## src/rtl/dpc_pkg.sv

```systemverilog
package dpc_pkg;
    parameter int DATA_W = 36;

    typedef enum logic [2:0] {
        ST_IDLE    = 3'd0,
        ST_PUSH    = 3'd1,
        ST_POP     = 3'd2,
        ST_MAIL_WR = 3'd3,
        ST_MAIL_RD = 3'd4
    } port_state_e;
endpackage

```

## src/rtl/dpc_mailbox.sv

```systemverilog
module dpc_mailbox #(
    parameter int W = 36
) (
    input  logic         clk,
    input  logic         rst_n,
    input  logic         wr,
    input  logic [W-1:0] wdata,
    input  logic         rd,
    output logic [W-1:0] data,
    output logic         empty
);
    logic [W-1:0] data_q;
    logic         empty_q;

    always_ff @(posedge clk) begin
        if (!rst_n) begin
            data_q  <= '0;
            empty_q <= 1'b1;
        end else if (wr) begin
            data_q  <= wdata;
            empty_q <= 1'b0;
        end else if (rd) begin
            empty_q <= 1'b1;
        end
    end

    assign data  = data_q;
    assign empty = empty_q;

    // a completed write leaves mail waiting
    a_r9_flag_low_after_write: assert property (@(posedge clk) disable iff (!rst_n)
        wr |=> !empty);
    // a read with no competing write clears the waiting mail
    a_r5_flag_high_after_read: assert property (@(posedge clk) disable iff (!rst_n)
        (rd && !wr) |=> empty);
    // the reader sees the contents from before a coinciding write
    a_r10_contents_hold_without_write: assert property (@(posedge clk) disable iff (!rst_n)
        !wr |=> $stable(data));
endmodule

```

## src/rtl/dpc_port_ctl.sv

```systemverilog
module dpc_port_ctl
    import dpc_pkg::*;
#(
    parameter int   W         = 36,
    parameter logic WRITE_LVL = 1'b1
) (
    input  logic         clk,
    input  logic         rst_n,
    input  logic         sel_n,
    input  logic         dir,
    input  logic         en,
    input  logic         mail,
    input  logic [W-1:0] din,
    input  logic         ob_ready,
    input  logic         ib_valid,
    input  logic [W-1:0] ib_data,
    input  logic [W-1:0] mail_in,
    output logic         drive,
    output logic [W-1:0] dout,
    output logic         push,
    output logic         pop,
    output logic         mail_wr,
    output logic         mail_rd,
    output logic [W-1:0] wdata
);
    localparam logic READ_LVL = ~WRITE_LVL;

    port_state_e  state_q, state_d;
    logic [W-1:0] wdata_q;
    logic [W-1:0] dout_q;
    logic         access;
    logic         is_write;

    assign access   = !sel_n && en;
    assign is_write = (dir == WRITE_LVL);
    assign drive    = !sel_n && (dir == READ_LVL);

    // next state: the operation decoded at this edge
    always_comb begin
        state_d = ST_IDLE;
        if (access) begin
            if (mail)
                state_d = is_write ? ST_MAIL_WR : ST_MAIL_RD;
            else if (is_write)
                state_d = ob_ready ? ST_PUSH : ST_IDLE;
            else
                state_d = ib_valid ? ST_POP : ST_IDLE;
        end
    end

    // state register
    always_ff @(posedge clk) begin
        if (!rst_n)
            state_q <= ST_IDLE;
        else
            state_q <= state_d;
    end

    // data registers
    always_ff @(posedge clk) begin
        if (!rst_n) begin
            wdata_q <= '0;
            dout_q  <= '0;
        end else begin
            if (access && is_write)
                wdata_q <= din;
            if (state_q == ST_POP)
                dout_q <= ib_data;
            else if (state_q == ST_MAIL_RD)
                dout_q <= mail_in;
        end
    end

    // outputs per state
    always_comb begin
        push    = 1'b0;
        pop     = 1'b0;
        mail_wr = 1'b0;
        mail_rd = 1'b0;
        unique case (state_q)
            ST_IDLE:    ;
            ST_PUSH:    push    = 1'b1;
            ST_POP:     pop     = 1'b1;
            ST_MAIL_WR: mail_wr = 1'b1;
            ST_MAIL_RD: mail_rd = 1'b1;
            default:    ;
        endcase
    end

    assign dout  = dout_q;
    assign wdata = wdata_q;

    // a push only follows a gated write-direction FIFO access
    a_r2_push_gated: assert property (@(posedge clk) disable iff (!rst_n)
        (!sel_n && en && !mail && ob_ready && dir == WRITE_LVL) |=> push && wdata == $past(din));
    // a pop only follows a gated read-direction FIFO access
    a_r3_pop_gated: assert property (@(posedge clk) disable iff (!rst_n)
        (!sel_n && en && !mail && !ib_valid && dir == READ_LVL) |=> !pop);
    // mailbox select turns a write access into a mail write regardless of flags
    a_r4_mail_write_routed: assert property (@(posedge clk) disable iff (!rst_n)
        (!sel_n && en && mail && dir == WRITE_LVL) |=> mail_wr && !push);
    // a disabled cycle issues nothing
    a_r7_idle_when_disabled: assert property (@(posedge clk) disable iff (!rst_n)
        !en |=> !(push || pop || mail_wr || mail_rd));
    // at most one operation per edge
    a_r10_single_op: assert property (@(posedge clk) disable iff (!rst_n)
        $onehot0({push, pop, mail_wr, mail_rd}));
endmodule

```

## src/rtl/duplex_port_ctrl.sv

```systemverilog
module duplex_port_ctrl
    import dpc_pkg::*;
#(
    parameter int W = DATA_W
) (
    input  logic         clk,
    input  logic         rst_n,
    input  logic         pa_sel_n,
    input  logic         pa_dir,
    input  logic         pa_en,
    input  logic         pa_mail,
    input  logic [W-1:0] pa_din,
    output logic [W-1:0] pa_dout,
    output logic         pa_drive,
    input  logic         pa_ob_ready,
    output logic         pa_push,
    output logic [W-1:0] pa_push_data,
    input  logic         pa_ib_valid,
    input  logic [W-1:0] pa_ib_data,
    output logic         pa_pop,
    input  logic         pb_sel_n,
    input  logic         pb_dir,
    input  logic         pb_en,
    input  logic         pb_mail,
    input  logic [W-1:0] pb_din,
    output logic [W-1:0] pb_dout,
    output logic         pb_drive,
    input  logic         pb_ob_ready,
    output logic         pb_push,
    output logic [W-1:0] pb_push_data,
    input  logic         pb_ib_valid,
    input  logic [W-1:0] pb_ib_data,
    output logic         pb_pop,
    output logic         mail_ab_empty,
    output logic         mail_ba_empty
);
    logic         a_mail_wr, a_mail_rd, b_mail_wr, b_mail_rd;
    logic [W-1:0] ab_data, ba_data;

    dpc_port_ctl #(.W(W), .WRITE_LVL(1'b1)) u_port_a (
        .clk(clk), .rst_n(rst_n),
        .sel_n(pa_sel_n), .dir(pa_dir), .en(pa_en), .mail(pa_mail), .din(pa_din),
        .ob_ready(pa_ob_ready), .ib_valid(pa_ib_valid), .ib_data(pa_ib_data),
        .mail_in(ba_data),
        .drive(pa_drive), .dout(pa_dout), .push(pa_push), .pop(pa_pop),
        .mail_wr(a_mail_wr), .mail_rd(a_mail_rd), .wdata(pa_push_data)
    );

    dpc_port_ctl #(.W(W), .WRITE_LVL(1'b0)) u_port_b (
        .clk(clk), .rst_n(rst_n),
        .sel_n(pb_sel_n), .dir(pb_dir), .en(pb_en), .mail(pb_mail), .din(pb_din),
        .ob_ready(pb_ob_ready), .ib_valid(pb_ib_valid), .ib_data(pb_ib_data),
        .mail_in(ab_data),
        .drive(pb_drive), .dout(pb_dout), .push(pb_push), .pop(pb_pop),
        .mail_wr(b_mail_wr), .mail_rd(b_mail_rd), .wdata(pb_push_data)
    );

    dpc_mailbox #(.W(W)) u_mail_ab (
        .clk(clk), .rst_n(rst_n),
        .wr(a_mail_wr), .wdata(pa_push_data), .rd(b_mail_rd),
        .data(ab_data), .empty(mail_ab_empty)
    );

    dpc_mailbox #(.W(W)) u_mail_ba (
        .clk(clk), .rst_n(rst_n),
        .wr(b_mail_wr), .wdata(pb_push_data), .rd(a_mail_rd),
        .data(ba_data), .empty(mail_ba_empty)
    );

    // each port's strobes come only from its own inputs
    a_r8_port_b_quiet_when_disabled: assert property (@(posedge clk) disable iff (!rst_n)
        !pb_en |=> !(pb_push || pb_pop));
endmodule

```

## config.mk

```make
export PLATFORM = sky130hd
export DESIGN_NAME = duplex_port_ctrl
export DESIGN_NICKNAME = d
export VERILOG_FILES = /design/src/rtl/dpc_pkg.sv /design/src/rtl/dpc_mailbox.sv /design/src/rtl/dpc_port_ctl.sv /design/src/rtl/duplex_port_ctrl.sv
export SDC_FILE = /design/constraint.sdc
export NUM_CORES = 1
export LEC_CHECK = 0
export CAP_MARGIN = 20
export CORE_MARGIN = 8
export CORE_UTILIZATION = 45
export DETAILED_ROUTE_END_ITERATION = 6
export GPL_TIMING_DRIVEN = 0
export PLACE_DENSITY_LB_ADDON = 0.05
export SYNTH_ARGS = -nofsm -noshare
export SYNTH_HDL_FRONTEND = slang
export SYNTH_SLANG_ARGS = --single-unit
```

## constraint.sdc

```tcl
create_clock -name clk -period 1.85 [get_ports clk]
set_clock_uncertainty 0.05 [all_clocks]
set_input_delay 0.555 -clock clk [delete_from_list [all_inputs] [get_ports clk]]
set_output_delay 0.555 -clock clk [all_outputs]
set_load 0.02 [all_outputs]
```

==> results of run 1 <==
==> per-layer routing <==
metal	part of all wire [%]	up-vias	GRT usage, %
met2	47	253	38.1
met3	9.1	52	7.34
met4	3.0	2	7.92
li1	-	3945	-
met1	41	3703	26.0
met5	0.046	-	0
==> power breakdown <==
group	switching, mW	internal (mW)	total [mW]
clock network	1.83	2.83	4.66
logic	0.536	0.625	1.16
registers	0.0832	4.94	5.03
==> sequential cells by signal, summed over array words and instances, names as in the netlist <==
name	count
u_mail_ab.empty	1
u_port_b.dout	36
u_mail_ba.data	36
u_port_b.state_q	3
u_mail_ab.data	36
u_port_a.wdata	36
u_port_a.state_q	3
u_mail_ba.empty	1
u_port_a.dout	36
u_port_b.wdata	36
==> cell usage in the layout, fill, tap and decap left out, types with 5 or more instances in the layout <==
cell / synthesis / routed
sky130_fd_sc_hd__nand2_1: 293 / 293
sky130_fd_sc_hd__dfxtp_1: 224 / 218
sky130_fd_sc_hd__clkdlybuf4s50_1: 0 / 152
sky130_fd_sc_hd__a21boi_1: 120 / 120
sky130_fd_sc_hd__o22a_1: 72 / 72
sky130_fd_sc_hd__o221a_1: 72 / 72
sky130_fd_sc_hd__dlygate4sd2_1: 0 / 72
sky130_fd_sc_hd__clkdlybuf4s15_1: 0 / 54
sky130_fd_sc_hd__clkbuf_1: 31 / 37
sky130_fd_sc_hd__buf_2: 37 / 33
sky130_fd_sc_hd__clkbuf_16: 0 / 25
sky130_fd_sc_hd__a21boi_0: 24 / 24
sky130_fd_sc_hd__clkbuf_2: 0 / 23
sky130_fd_sc_hd__buf_4: 2 / 16
sky130_fd_sc_hd__buf_6: 14 / 15
sky130_fd_sc_hd__nand3b_1: 6 / 6
sky130_fd_sc_hd__clkbuf_8: 0 / 6
sky130_fd_sc_hd__dfxtp_4: 0 / 6
sky130_fd_sc_hd__nor2_1: 7 / 5
==> synthesized netlist by cell type <==
library cell,count
sky130_fd_sc_hd__nand2_1,293
sky130_fd_sc_hd__dfxtp_1,224
sky130_fd_sc_hd__a21boi_1,120
sky130_fd_sc_hd__o221a_1,72
sky130_fd_sc_hd__o22a_1,72
sky130_fd_sc_hd__buf_2,37
sky130_fd_sc_hd__clkbuf_1,31
sky130_fd_sc_hd__a21boi_0,24
sky130_fd_sc_hd__buf_6,14
sky130_fd_sc_hd__nor2_1,7
sky130_fd_sc_hd__nand3b_1,6
sky130_fd_sc_hd__nand2b_1,5
sky130_fd_sc_hd__nor3b_1,5
sky130_fd_sc_hd__and3b_1,3
sky130_fd_sc_hd__o21ai_0,3
sky130_fd_sc_hd__a21oi_1,2
sky130_fd_sc_hd__a21oi_4,2
sky130_fd_sc_hd__buf_4,2
sky130_fd_sc_hd__nor2b_1,1
sky130_fd_sc_hd__nor3_1,1
sky130_fd_sc_hd__nor3b_2,1
sky130_fd_sc_hd__or3b_1,1
==> critical path: stages, from the launching register on <==
cell	delay (ns)
sky130_fd_sc_hd__dfxtp_4	0.35
sky130_fd_sc_hd__buf_6	0.12
sky130_fd_sc_hd__nor3b_2	0.18
sky130_fd_sc_hd__buf_4	0.18
==> layout make-up <==
type | count | area [µm²] | area share, %
clock buffers | 37 | 731 | 5.64
diodes | 2 | 5.00 | 0.0387
repair buffers | 323 | 2980 | 23.0
clock inverters | 3 | 40.0 | 0.309
well taps | 265 | 332 | 2.56
multi-input cells | 618 | 3930 | 30.3
flip-flops and latches | 224 | 4510 | 34.8
plain buffers | 75 | 427 | 3.29
==> logic make-up after synthesis <==
| group | count (synthesis) | synth area share, % |
|---|---|---|
| simple gates | 323 | 14.7 |
| compound gates | 295 | 29.2 |
| flops | 224 | 50.7 |
| buf+inv | 84 | 5.37 |
==> final timing paths <==
path | start | end | slack (ns) | cells after the start
hold / removal | pb_dir | u_port_b.state_q[0] | 0.30 | 2
setup / recovery | u_port_a.state_q[2] | pa_push | -0.07 | 3
setup reg to reg | u_port_b.state_q[2] | u_port_b.dout[12] | 0.21 | 6
hold reg to reg | u_mail_ab.data[13] | u_mail_ab.data[13] | 0.40 | 2
==> through the flow <==
stage                     power (mW)  hold WS [ns]  setup TNS (ns)  instances  worst slack [ns]
after global placement          6.37         0.392          -38.66       1499            -0.688
after floorplan                 5.65         0.385               0        926            0.0826
after CTS                       11.0         0.403          -0.577       1549            -0.238
after global routing            11.2         0.330          -0.245       1547            -0.116
final                           10.8         0.299          -0.133       1547           -0.0733
after detailed placement        6.38         0.395          -39.56       1499            -0.692
==> what timing repair did <==
| item | in CTS | in global routing |
|---|---|---|
| setup endpoints to repair | 182 | 74 |
| hold buffers | 0 | 0 |
| setup buffers | 13 | 2 |
| pin swaps | 1 | 2 |
| gates resized for setup | 229 | 92 |
==> qor.tcl, run 1 <==
set qor(cellPowerDensity_nw_per_um2) 838
set qor(gr-usage-all-layers_pct) 22.4
set qor(failed_checks) {setup timing}
set qor(cts.clk_slew.worst_paths_ns) 0.06
set qor(setup_viol_count_final) 2
set qor(cts.path.max_buffers) 3
set qor(synth_area_um2) 8840
set qor(leakage_component_of_the_power_nw) 4.93
set qor(final.min_clock_period_ns) 1.92
set qor(synthesis.nets) 1084
set qor(die_h_um) 156
set qor(antenna_found_initial) 3
set qor(route.final.wire_length_mm) 28.5
set qor(wl_per_cell_um) 18.4
set qor(drc_errors) 0
set qor(ys_warn_count) 0
set qor(tritoncts) {done}
set qor(portBuffers) 308
set qor(final.period_utilization_pct) 104
set qor(final_antenna_net_count) 0
set qor(io-pin-count) 310
set qor(global_route_wire_length_before_repair_mm) 43.9
set qor(final_layout_size_suffix_gt1_share_pct) 10.8
set qor(timing_max_transition_violations_final) 0
set qor(timing.hold.worst.class) {input port to flop}
set qor(clk_latency_ns) 0.50
set qor(cts_root_buffer) {sky130_fd_sc_hd__clkbuf_16}
set qor(die-width_um) 156
set qor(yosysTopAreaCellShare_pct) 50.7
set qor(htree_num_levels) 1
set qor(routed_via_density) 5.14
set qor(final_hold_viols) 0
set qor(first_global_vias) 8098
set qor(numCtsBuffers) 24
set qor(drt-initial-drc-count) 295
set qor(critPathMaxFanout) 5
set qor(netlist.top_cell.by_area) {sky130_fd_sc_hd__dfxtp_1}
set qor(final.setup.worst_slack_ns) -0.0733
set qor(maxClockFrequency_mhz) 520
set qor(worst-slew-pin-transition_ns) 0.625
set qor(stdcell_area_um2) 12900
set qor(grt_max_degree) 13
set qor(part_of_the_yosys_area_used_for_sequential_elements_pct) 50.7
set qor(design.die.area_um2) 24400
set qor(globalRoute.totalOverflow) 0
set qor(unrepaired_setup_endpoints_after_global_routing) {true}
set qor(critPathLaunchType) {flop}
set qor(fp.coreArea_um2) 19400
set qor(syn2layout_area_growth_pct) 46.5
set qor(outcome) {finished, violations left}
set qor(timing.critical_path.arrival_ns) 1.32
set qor(place_hpwl_mm) 21.5
set qor(worst-endpoint-required_ns) 1.24
set qor(synth_cell_type_count) 22
set qor(fp-row-count) 51
set qor(ys_seq_elements) 224
set qor(drt_first_pass_iters) 6
set qor(max_cap_violations) 0
set qor(placedInstanceArea_um2) 12300
set qor(n_fill_cell) 1670
set qor(vias) 7955
set qor(final_core_util_pct) 66.8
set qor(yosys-top-cells-area) {sky130_fd_sc_hd__dfxtp_1 (51%), sky130_fd_sc_hd__nand2_1 (12%), sky130_fd_sc_hd__a21boi_1 (10%)}
set qor(numClockSinks) 224
set qor(initial_core_utilization_pct) 45.6
set qor(synthCells) 926
set qor(crit_type) {flop to output pin}
set qor(nNetsFinal) 1424
set qor(syn_area_per_cell_um2) 9.54
set qor(place_congestion) 0.797
set qor(slew_headroom_pct) 58.3
set qor(cp-end-kind) {output pin}
set qor(worst_ir_drop_vdd_mv) 0.608
No activity file was read; power rests on OpenSTA's default activity.
==> run 2: changes to the inputs <==
--- a/config.mk
+++ b/config.mk
@@ -10,7 +10,9 @@
 export CORE_UTILIZATION = 45
 export DETAILED_ROUTE_END_ITERATION = 6
 export GPL_TIMING_DRIVEN = 0
+export HOLD_SLACK_MARGIN = 0.05
 export PLACE_DENSITY_LB_ADDON = 0.05
 export SYNTH_ARGS = -nofsm -noshare
 export SYNTH_HDL_FRONTEND = slang
 export SYNTH_SLANG_ARGS = --single-unit
+export TNS_END_PERCENT = 10
==> run 2 against run 1 <==
The flow still finishes with violations (setup timing). Total power increased by 2.2%. Worst hold slack about the same. Global-route usage increased by 0.10 points. Largest cell class unchanged.
==> qor.tcl, run 2 (synthesis gave the netlist of run 1 again) <==
set qor(cellPowerDensity_nw_per_um2) 854
set qor(place_hpwl_mm) 21.7
set qor(drt-initial-drc-count) 284
set qor(first_global_vias) 8010
set qor(die_h_um) 156
set qor(num_antenna_cells) 0
set qor(numCtsBuffers) 25
set qor(failed_checks) {setup timing}
set qor(leakage_component_of_the_power_nw) 4.94
set qor(fp-row-count) 51
set qor(min-delay-start) {pb_dir}
set qor(critPathMaxFanout) 3
set qor(route.final.wire_length_mm) 28.6
set qor(cts.clk_slew.worst_paths_ns) 0.06
set qor(io-pin-count) 310
set qor(routed_via_density) 5.10
set qor(crit_type) {flop to output pin}
set qor(grt_max_degree) 17
set qor(placedInstanceArea_um2) 12300
set qor(drt_first_pass_iters) 4
set qor(globalRoute.totalOverflow) 0
set qor(wl_per_cell_um) 18.5
set qor(die-width_um) 156
set qor(worst-endpoint-required_ns) 1.24
set qor(vias) 7914
set qor(final_layout_size_suffix_gt1_share_pct) 11.8
set qor(antenna_found_initial) 1
set qor(syn2layout_area_growth_pct) 47.0
set qor(critPathLaunchType) {flop}
set qor(final_antenna_net_count) 0
set qor(setup_viol_count_final) 3
set qor(power.total_mw) 11.1
set qor(timing_max_transition_violations_final) 0
set qor(r2r_cells) 6
set qor(timing.hold.worst.class) {input port to flop}
set qor(final.period_utilization_pct) 104
set qor(cts_hold_buffers) 0
set qor(portBuffers) 308
set qor(timing.critical_path.arrival_ns) 1.33
set qor(final.setup.worst_slack_ns) -0.0803
set qor(r2r-start) {u_port_b.state_q[2]}
set qor(numClockSinks) 224
set qor(final.min_clock_period_ns) 1.93
set qor(gr-usage-all-layers_pct) 22.5
set qor(design.die.area_um2) 24400
set qor(place_congestion) 0.801
set qor(final.setup.tns_ns) -0.167
set qor(maxClockFrequency_mhz) 518
set qor(max_cap_violations) 0
set qor(crit-reg2reg-capture) {u_mail_ba.empty}
set qor(unrepaired_setup_endpoints_after_global_routing) {true}
set qor(cp-end-kind) {output pin}
set qor(outcome) {finished, violations left}
set qor(rrSetupSlack_ns) 0.18
set qor(htree_num_levels) 1
set qor(clk_latency_ns) 0.50
set qor(cts.path.max_buffers) 3
set qor(tritoncts) {done}
set qor(final_hold_viols) 0
set qor(initial_core_utilization_pct) 45.6
set qor(mostFrequentLayoutCells) {sky130_fd_sc_hd__nand2_1 (293), sky130_fd_sc_hd__dfxtp_1 (218), sky130_fd_sc_hd__clkdlybuf4s50_1 (152)}
set qor(cells_on_worst_hold_path) 2
set qor(fp.coreArea_um2) 19400
set qor(cts_root_buffer) {sky130_fd_sc_hd__clkbuf_16}
set qor(drc_errors) 0
set qor(holdPathEnd) {u_port_b.state_q[0]}
set qor(nNetsFinal) 1426
set qor(worst-slew-pin-transition_ns) 0.605
set qor(stdcell_area_um2) 13000
set qor(layout_commonest_cell) {sky130_fd_sc_hd__nand2_1}
set qor(worst_ir_drop_vdd_mv) 0.635
set qor(slew_headroom_pct) 59.7
set qor(global_route_wire_length_before_repair_mm) 44.0
run 2: power by group:
part	internal (mW)	total, mW	switching [mW]
combinational	0.626	1.16	0.536
sequential	4.95	5.03	0.0827
clock	2.96	4.90	1.94
total	8.53	11.1	2.56
run 2: metal layers:
layer / track usage [%] / wire [µm]
met5: 0 / 13
met4: 3.89 / 385
met2: 39.6 / 13900
met1: 26.0 / 11600
met3: 8.12 / 2800
run 2: repair_timing:
| item | CTS | global route |
|---|---|---|
| hold endpoints to repair | 0 | 0 |
| pin swaps | 2 | 3 |
| resized for setup | 240 | 95 |
| setup endpoints to repair | 182 | 77 |
| buffers inserted | 13 | 3 |
run 2: worst max path at each step:
stage                        startpoint        to  slack [ns]
detailed placement               pb_dir  pb_drive       -0.68
global route        u_port_b.state_q[2]   pb_push       -0.10
floorplan           u_port_b.state_q[0]   pb_push       -0.12
global placement                 pb_dir  pb_drive       -0.66
finish              u_port_b.state_q[2]   pb_push       -0.08
CTS                 u_port_a.state_q[0]   pa_push       -0.13
run 2: final cells by class:
class	count	area (µm²)
clock buffer	35	713
tap	265	332
timing repair buffer	324	2990
fill	1687	6410
sequential	224	4500
multi-input combinational	618	3930
buffer	75	427
clock inverter	10	105
run 2: per-stage QoR:
step / std cells / hold WS [ns] / util [%] / setup slack [ns]
floorplan: 926 / 0.385 / - / -0.116
global placement: 1499 / 0.393 / 63.2 / -0.664
detailed placement: 1499 / 0.398 / 63.2 / -0.682
CTS: 1553 / 0.406 / 67.5 / -0.129
global route: 1551 / 0.309 / 67.0 / -0.101
finish: 1551 / 0.299 / 67.0 / -0.0803
run 2: critical path, cell delays in order (launching register included):
cell	delay [ns]
sky130_fd_sc_hd__dfxtp_4	0.35
sky130_fd_sc_hd__buf_6	0.11
sky130_fd_sc_hd__nor3b_2	0.19
sky130_fd_sc_hd__buf_4	0.18
